[src/rtl/uart_stat_pkg.sv]
package uart_stat_pkg;
  localparam int ERR_W = 4;

  typedef enum logic [3:0] {
    IID_MSR  = 4'b0000,
    IID_NONE = 4'b0001,
    IID_THR  = 4'b0010,
    IID_RXD  = 4'b0100,
    IID_LSR  = 4'b0110,
    IID_TMO  = 4'b1100
  } iid_e;
endpackage

[src/rtl/uart_lsr_flags.sv]
module uart_lsr_flags
  import uart_stat_pkg::*;
(
  input  logic             clk,
  input  logic             rst_n,
  input  logic [ERR_W-1:0] err_set,
  input  logic             rx_err_held,
  input  logic             lsr_rd,
  output logic [ERR_W-1:0] err_q,
  output logic             err7_q
);
  logic [ERR_W-1:0] err_d;
  logic             err7_d;

  always_comb begin
    err_d  = lsr_rd ? '0 : err_q;
    err_d  = err_d | err_set;
    err7_d = err7_q;
    if (lsr_rd && !rx_err_held) err7_d = 1'b0;
    if (rx_err_held)            err7_d = 1'b1;
  end

  always_ff @(posedge clk or negedge rst_n) begin
    if (!rst_n) begin
      err_q  <= '0;
      err7_q <= 1'b0;
    end else begin
      err_q  <= err_d;
      err7_q <= err7_d;
    end
  end

  AST_ERR_CLEAR_ON_READ: assert property (@(posedge clk) disable iff (!rst_n)
    (lsr_rd && err_set == '0) |=> (err_q == '0));
  AST_ERR7_FOLLOWS_HELD: assert property (@(posedge clk) disable iff (!rst_n)
    rx_err_held |=> err7_q);
endmodule

[src/rtl/uart_thre_delay.sv]
module uart_thre_delay #(
  parameter int CNT_W = 5,
  parameter int DLY_W = 4
) (
  input  logic             clk,
  input  logic             rst_n,
  input  logic [CNT_W-1:0] tx_count,
  input  logic             fifo_chg,
  input  logic             baud_tick,
  input  logic [1:0]       data_len,
  input  logic             parity_en,
  input  logic             stop2,
  output logic             thre_q,
  output logic             thre_evt
);
  logic             thre_d, seen_two_q, seen_two_d, busy_q, busy_d;
  logic [DLY_W-1:0] cnt_q, cnt_d, dly;
  logic             tx_empty;

  assign tx_empty = (tx_count == '0);
  assign dly = DLY_W'(6) + DLY_W'(data_len) + DLY_W'(parity_en) + DLY_W'(stop2);

  always_comb begin
    thre_d = thre_q;
    busy_d = busy_q;
    cnt_d  = cnt_q;
    if (!tx_empty) begin
      thre_d = 1'b0;
      busy_d = 1'b0;
    end else if (fifo_chg) begin
      thre_d = 1'b1;
      busy_d = 1'b0;
    end else if (!thre_q && !busy_q) begin
      if (seen_two_q) begin
        thre_d = 1'b1;
      end else begin
        busy_d = 1'b1;
        cnt_d  = dly;
      end
    end else if (busy_q && baud_tick) begin
      if (cnt_q <= DLY_W'(1)) begin
        thre_d = 1'b1;
        busy_d = 1'b0;
      end else begin
        cnt_d = cnt_q - DLY_W'(1);
      end
    end
    seen_two_d = (thre_d && !thre_q) ? 1'b0
                 : (seen_two_q || (tx_count >= CNT_W'(2)));
    thre_evt   = (thre_d && !thre_q) || (fifo_chg && tx_empty);
  end

  always_ff @(posedge clk or negedge rst_n) begin
    if (!rst_n) begin
      thre_q     <= 1'b1;
      seen_two_q <= 1'b0;
      busy_q     <= 1'b0;
      cnt_q      <= '0;
    end else begin
      thre_q     <= thre_d;
      seen_two_q <= seen_two_d;
      busy_q     <= busy_d;
      cnt_q      <= cnt_d;
    end
  end

  AST_THRE_DROPS_ON_DATA: assert property (@(posedge clk) disable iff (!rst_n)
    (tx_count != '0) |=> !thre_q);
  AST_THRE_SHORT_NEEDS_WAIT: assert property (@(posedge clk) disable iff (!rst_n)
    ($rose(thre_q) && !$past(seen_two_q) && !$past(fifo_chg)) |-> $past(busy_q));
endmodule

[src/rtl/uart_iid_prio.sv]
module uart_iid_prio
  import uart_stat_pkg::*;
(
  input  logic       lsr_req,
  input  logic       rxd_req,
  input  logic       tmo_req,
  input  logic       thr_req,
  input  logic       msr_req,
  output logic [3:0] iid
);
  iid_e code;

  always_comb begin
    if (lsr_req)      code = IID_LSR;
    else if (rxd_req) code = IID_RXD;
    else if (tmo_req) code = IID_TMO;
    else if (thr_req) code = IID_THR;
    else if (msr_req) code = IID_MSR;
    else              code = IID_NONE;
    iid = code;
  end
endmodule

[src/rtl/uart_lsr_intc.sv]
module uart_lsr_intc
  import uart_stat_pkg::*;
#(
  parameter int FIFO_DEPTH = 16,
  parameter int DLY_W      = 4,
  localparam int CNT_W     = $clog2(FIFO_DEPTH + 1)
) (
  input  logic             clk,
  input  logic             rst_n,
  input  logic [CNT_W-1:0] rx_count,
  input  logic             rx_err_held,
  input  logic [ERR_W-1:0] err_set,
  input  logic             rx_trig,
  input  logic             rx_timeout,
  input  logic [CNT_W-1:0] tx_count,
  input  logic             tsr_empty,
  input  logic             baud_tick,
  input  logic [1:0]       data_len,
  input  logic             parity_en,
  input  logic             stop2,
  input  logic [3:0]       ier,
  input  logic             fifo_en,
  input  logic             msr_int,
  input  logic             lsr_rd,
  input  logic             iir_rd,
  output logic [7:0]       lsr,
  output logic [3:0]       iid,
  output logic             irq
);
  logic [ERR_W-1:0] err_q;
  logic             err7_q, thre_q, thre_evt;
  logic             fifo_en_q, fifo_chg, ier1_q;
  logic             pend_q, pend_d;
  logic             rxd_req, tmo_req;

  assign fifo_chg = (fifo_en != fifo_en_q);

  uart_lsr_flags u_flags (
    .clk(clk), .rst_n(rst_n), .err_set(err_set), .rx_err_held(rx_err_held),
    .lsr_rd(lsr_rd), .err_q(err_q), .err7_q(err7_q)
  );

  uart_thre_delay #(.CNT_W(CNT_W), .DLY_W(DLY_W)) u_thre (
    .clk(clk), .rst_n(rst_n), .tx_count(tx_count), .fifo_chg(fifo_chg),
    .baud_tick(baud_tick), .data_len(data_len), .parity_en(parity_en),
    .stop2(stop2), .thre_q(thre_q), .thre_evt(thre_evt)
  );

  always_comb begin
    rxd_req = ier[0] && (fifo_en ? rx_trig : (rx_count != '0));
    tmo_req = ier[0] && fifo_en && rx_timeout;
    pend_d  = pend_q;
    if ((iir_rd && iid == IID_THR) || (tx_count != '0)) pend_d = 1'b0;
    if (thre_evt || (ier[1] && !ier1_q && thre_q))      pend_d = 1'b1;
  end

  always_ff @(posedge clk or negedge rst_n) begin
    if (!rst_n) begin
      fifo_en_q <= 1'b0;
      ier1_q    <= 1'b0;
      pend_q    <= 1'b0;
    end else begin
      fifo_en_q <= fifo_en;
      ier1_q    <= ier[1];
      pend_q    <= pend_d;
    end
  end

  uart_iid_prio u_prio (
    .lsr_req(ier[2] && (err_q != '0)), .rxd_req(rxd_req), .tmo_req(tmo_req),
    .thr_req(ier[1] && pend_q), .msr_req(ier[3] && msr_int), .iid(iid)
  );

  assign lsr = {err7_q, thre_q && tsr_empty, thre_q, err_q, rx_count != '0};
  assign irq = (iid != IID_NONE);

  AST_POLLED_NO_RX_CODE: assert property (@(posedge clk) disable iff (!rst_n)
    !ier[0] |-> (iid != IID_RXD && iid != IID_TMO));
  AST_FIFO_TOGGLE_RAISES: assert property (@(posedge clk) disable iff (!rst_n)
    (fifo_chg && tx_count == '0) |=> pend_q);
  AST_CODE_IS_LEGAL: assert property (@(posedge clk) disable iff (!rst_n)
    iid inside {IID_MSR, IID_NONE, IID_THR, IID_RXD, IID_LSR, IID_TMO});
endmodule

[config.mk]
export PLATFORM = sky130hd
export DESIGN_NAME = uart_lsr_intc
export DESIGN_NICKNAME = d
export VERILOG_FILES = /design/src/rtl/uart_stat_pkg.sv /design/src/rtl/uart_lsr_flags.sv /design/src/rtl/uart_thre_delay.sv /design/src/rtl/uart_iid_prio.sv /design/src/rtl/uart_lsr_intc.sv
export SDC_FILE = /design/constraint.sdc
export NUM_CORES = 1
export LEC_CHECK = 0
export BUFFER_PORTS_ARGS = -buffer_cell sky130_fd_sc_hd__buf_2
export CORE_MARGIN = 2
export CORE_UTILIZATION = 40
export DETAILED_ROUTE_END_ITERATION = 10
export GPL_TIMING_DRIVEN = 0
export PLACE_DENSITY = 0.76
export SLEW_MARGIN = 10
export SYNTH_ARGS = -nofsm -noshare
export SYNTH_HDL_FRONTEND = slang
export SYNTH_SLANG_ARGS = --single-unit
[constraint.sdc]
create_clock -name clk -period 1.6 [get_ports clk]
set_input_delay 0.16 -clock clk [delete_from_list [all_inputs] [get_ports clk]]
set_output_delay 0.16 -clock clk [all_outputs]
set_load 0.01 [all_outputs]
== Yosys cells after proc, flatten, opt, wreduce, memory -nomap -nowiden ==
Cells that the tools add are included.

* Register bits after elaboration: 15
* Bits of input ports: 33

* Add/subtract/negate cells: 4
* Order comparisons: 2
* Equal/unequal tests: 8
* Multiplexer cells: 28
* Bitwise gates (word level): 2
* Reduce and logical (&&, ||, !) cells: 32

{| class="wikitable"
|+ Operator list
! operator !! count
|-
| $mux 4 || 9
|-
| $mux 1 || 19
|-
| $logic_and 1x1->1 || 15
|-
| $ne 4x3->1 const B || 3
|-
| $reduce_bool 5->1 || 2
|-
| $add 4x1->4 || 2
|-
| $reduce_bool 2->1 || 3
|-
| $ge 5x2->1 const B || 1
|-
| $logic_not 5->1 || 1
|-
| $reduce_and 5->1 || 1
|-
| $add 3x2->4 const A || 1
|-
| $eq 4x2->1 const B || 1
|-
| $le 4x1->1 const B || 1
|-
| $logic_not 1->1 || 4
|-
| $logic_or 1x1->1 || 4
|-
| $ne 4x1->1 const B || 1
|-
| $or 4x4->4 || 1
|-
| $reduce_bool 4->1 || 1
|-
| $sub 4x1->4 const B || 1
|-
| $reduce_and 3->1 || 1
|-
| $ne 2x1->1 const B || 1
|-
| $ne 2x2->1 const B || 1
|-
| $ne 1x1->1 || 1
|-
| $not 1->1 || 1
|}

== Depth between registers and ports, before layout ==
* Depth after elaboration: 11
* Depth in mapped cells: 6
* Depth with buffers taken out: 6

== Modules after synthesis ==
Synthesis repeated with hierarchy kept, for this count alone.

* Cell total of the unflattened synthesis: 103
* Area, all modules: 953.4 um2

{| class="wikitable"
|+ Modules (own cells, without submodules)
! module !! instances !! cells an instance !! area each (um2)
|-
| uart_thre_delay || 1 || 62 || 534.3
|-
| uart_lsr_intc || 1 || 25 || 211.5
|-
| uart_lsr_flags || 1 || 11 || 166.4
|-
| uart_iid_prio || 1 || 5 || 41.3
|}

== Worst setup path after synthesis ==
OpenSTA, ideal clock, no wires.

* Kind: reg-to-reg
* Start point: register u_thre.cnt_q[0]
* End point: register u_thre.seen_two_q
* Setup time: 119 ps
* Arrival: 1594 ps
* Path slack: -113 ps
* Stages on the path, launching flop included: 7
* Path buffers: 0
* Clock period less this slack: 1713 ps
* Cells stage by stage: dfrtp_1 -> inv_1 -> ha_1 -> nor2_1 -> or4_1 -> a211o_1 -> a21o_2

* Cells in the longest elaborated chain, start to end: 8

{| class="wikitable"
|+ Ends and longest elaborated chain
! element !! RTL line !! RTL
|-
| from (decl) || uart_thre_delay.sv:17 || <nowiki>logic [DLY_W-1:0] cnt_q, cnt_d, dly;</nowiki>
|-
| from (signal assigned) || uart_thre_delay.sv:63 || <nowiki>cnt_q <= cnt_d;</nowiki>
|-
| $le 4x1->1 || uart_thre_delay.sv:41 || <nowiki>if (cnt_q <= DLY_W'(1)) begin</nowiki>
|-
| $mux 1 || uart_thre_delay.sv:41 ||
|-
| $mux 1 || uart_thre_delay.sv:40 || <nowiki>end else if (busy_q && baud_tick) begin</nowiki>
|-
| $mux 1 || uart_thre_delay.sv:33 || <nowiki>end else if (!thre_q && !busy_q) begin</nowiki>
|-
| $mux 1 || uart_thre_delay.sv:30 || <nowiki>end else if (fifo_chg) begin</nowiki>
|-
| $mux 1 || uart_thre_delay.sv:27 || <nowiki>if (!tx_empty) begin</nowiki>
|-
| $logic_and 1x1->1 || uart_thre_delay.sv:48 || <nowiki>seen_two_d = (thre_d && !thre_q) ? 1'b0</nowiki>
|-
| $mux 1 || uart_thre_delay.sv:48 ||
|-
| via u_thre.seen_two_d || uart_thre_delay.sv:16 || <nowiki>logic thre_d, seen_two_q, seen_two_d, busy_q, busy_d;</nowiki>
|-
| to (signal assigned) || uart_thre_delay.sv:61 || <nowiki>seen_two_q <= seen_two_d;</nowiki>
|-
| to (decl) || uart_thre_delay.sv:16 ||
|}

The timed path passes the listed nets, and every way through them passes these cells.
A chain may end at the register's enable or synchronous reset.

== Worst setup path in the final report ==
Same ends and word-level chain as after synthesis.

==> flow_summary.json <==
{
  "outcome": "complete, but fails checks",
  "violations": "negative setup slack",
  "dp_hpwl_microns": 1680,
  "fin_skew_ns": 0.00735,
  "netlist_instances": 90,
  "critical_path_required_ns": 1.78,
  "die_h_microns": 51.5,
  "hold_path_end": "ier1_q",
  "drt_iter0_drc": 13,
  "r2r_end": "u_thre.seen_two_q",
  "hold_violations": 0,
  "grt_max_degree": 16,
  "fmax_mhz": 567,
  "crit_path_end_kind": "register",
  "cts_tree": "yes",
  "die_w_microns": 51.5,
  "cts_root_buf": "clkbuf_4",
  "areaGrowthSynthToFinish_pct": 53.9,
  "whs_ns": 0.00911,
  "avgViaCountPerCell": 5.22,
  "max-vdd-ir-drop_uv": 519,
  "period_needed_ns": 1.76,
  "nNetsFinal": 189,
  "worst_pin_slew_ns": 0.374,
  "rows": 17,
  "core_area_sq_um": 2170,
  "synth_area_sq_um": 903,
  "synth_cell_types": 39,
  "die_area_sq_um": 2650,
  "holdPathStages": 1,
  "wl_per_cell_microns": 13.0,
  "clk_latency_ns": 0.29,
  "fillerInstances": 186,
  "startpoint_type": "register",
  "powerDensity_nw_per_um2": 606,
  "portBuffers": 45,
  "period_share_pct": 110,
  "clkTransAtPathRegs_ns": 0.09,
  "grt_pass1_vias": 918,
  "leakage_nw": 0.670,
  "placed_cell_area_sq_um": 1170,
  "finalWirelength_microns": 2320,
  "drc": 0,
  "hold_path.class": "in2reg",
  "synthTopCellsByArea": "dfrtp_1 (39%), a21o_1 (4.2%), ha_1 (4.2%)",
  "yosys.area.top_type": "dfrtp_1",
  "synth_seq_cells": 15,
  "grt_use_total_pct": 19.6,
  "cts_num_sinks": 15,
  "crit_type": "reg2reg",
  "seq_area_frac_synth_pct": 41.7,
  "r2r_start": "u_thre.cnt_q[0]",
  "cts_buffers": 3,
  "yosys_warnings": 0,
  "grt_pass1_wl_microns": 3890,
  "min-delay-start": "ier[1]",
  "drive_gt1_share_pct": 57.0,
  "rsz0062_at_grt": "true",
  "via_count": 935,
  "synth_nets": 127,
  "synth_area_per_cell_sq_um": 10.0,
  "total_power_mw": 0.843,
  "gp_congestion": 0.811,
  "regToRegSetupSlack_ns": -0.16,
  "place_ws_ns": -0.199,
  "crit_fanout": 4,
  "post-synth-top-count-cell": "dfrtp_1",
  "finalSetupViolations": 7,
  "clock_path_buffers": 2,
  "antenna_found_initial": 0,
  "yosys_most_used_dff": "dfrtp_1",
  "multi_input_area_sq_um": 561,
  "cp.arrival_ns": 1.95,
  "cts_max_level": 1,
  "first_pass_iters": 4,
  "overflow": 0,
  "maxSlewHeadroom_pct": 75.0,
  "synth_edf_count": 0,
  "ant_nets": 0,
  "start_util_pct": 41.6,
  "drv_cap": 0,
  "final-max-slew-violation-count": 0,
  "postLayoutCellArea_sq_um": 1390,
  "synth.top_cells.by_count": "dfrtp_1 (14), inv_1 (8), nand2_1 (8), nor2_1 (8), a21o_1 (5)",
  "netlist.area_leader.share_pct": 38.8,
  "seq_area_sq_um": 378,
  "ios": 46,
  "synth_async_sr_flop_share_pct": 100,
  "rr_worst_depth": 6,
  "setup_slack_ns": -0.163,
  "diodes": 0
}
timing repair:
item / CTS / global route
resized for setup: 9 / 9
pin swaps: 8 / 6
setup buffers: 9 / 3
hold endpoints to repair: 14 / 0
endpoints found under the setup margin: 11 / 11
hold buffers: 1 / 0
layer usage:
layer  routed length (microns)  global-route usage [%]  vias to the layer above
li1                          -                       -                      453
met1                       961                    24.3                      435
met5                         0                       0                        -
met4                        30                    8.33                        0
met3                       152                    3.45                        4
met2                      1180                    33.3                       43
sequential cells by signal, indices dropped and copies added, names as in the netlist:
name               flops
fifo_en_q              1
ier1_q                 1
pend_q                 1
u_flags.err7_q         1
u_flags.err_q          4
u_thre.busy_q          1
u_thre.cnt_q           4
u_thre.seen_two_q      1
u_thre.thre_q          1
cell usage in the layout (no fill, tap or decap), types with 2 or more instances in the layout:
master,netlist,routed
buf_2,0,42
buf_4,2,14
dfrtp_1,14,13
nand2_1,8,7
nor2_1,8,7
inv_1,8,5
a21o_1,5,5
or4_4,1,3
inv_2,0,3
a211oi_1,4,3
clkbuf_4,0,3
buf_6,0,3
o21ai_0,2,2
nand4_1,2,2
nor2_4,1,2
o21a_1,2,2
a22oi_1,2,2
o22a_2,2,2
ha_4,0,2
metrics by stage:
stage | utilization, % | instances | TNS [ns]
2_1_floorplan | - | 90 | -0.123
3_3_place_gp | 54.0 | 163 | -0.721
3_5_place_dp | 54.0 | 163 | -1.02
4_1_cts | 61.1 | 176 | -0.579
5_1_grt | 64.1 | 179 | -1.14
6_report | 64.1 | 179 | -0.570
cell families after synthesis:
kind of cell / Yosys count / synth area share, %
fa+ha+maj: 4 / 6.37
flops: 15 / 41.7
buf+inv: 11 / 5.54
simple gates: 29 / 17.3
compound gates: 30 / 28.1
xor+xnor: 1 / 0.970
layout make-up:
| type | count | share of cell area (%) |
|---|---|---|
| inverter | 8 | 2.16 |
| multi-input combinational | 64 | 40.3 |
| clock buffer | 3 | 1.62 |
| tap | 28 | 2.52 |
| clock inverter | 1 | 0.360 |
| buffer | 2 | 1.08 |
| sequential | 15 | 27.2 |
| timing repair buffer | 58 | 24.8 |
report_power, final:
| group | switching (mW) | internal, mW |
|---|---|---|
| clock | 0.127 | 0.0931 |
| combinational | 0.0939 | 0.113 |
| sequential | 0.0192 | 0.397 |
worst max path at each step:
stage,startpoint,endpoint,slack [ns]
floorplan,u_thre.cnt_q[0],u_thre.seen_two_q,-0.07
global placement,rx_count[1],irq,-0.15
detailed placement,rx_count[1],irq,-0.20
CTS,rx_count[1],irq,-0.15
global route,rx_count[1],irq,-0.22
finish,u_thre.cnt_q[0],u_thre.seen_two_q,-0.16
worst max-delay path: stages, from the launching register on:
cell and delay [ns]:
dfrtp_2 0.47, inv_2 0.08, ha_4 0.14, nor2_4 0.04
or4_4 0.44, a211o_1 0.27, a21o_2 0.20
Power figures use the tool's default switching activity.
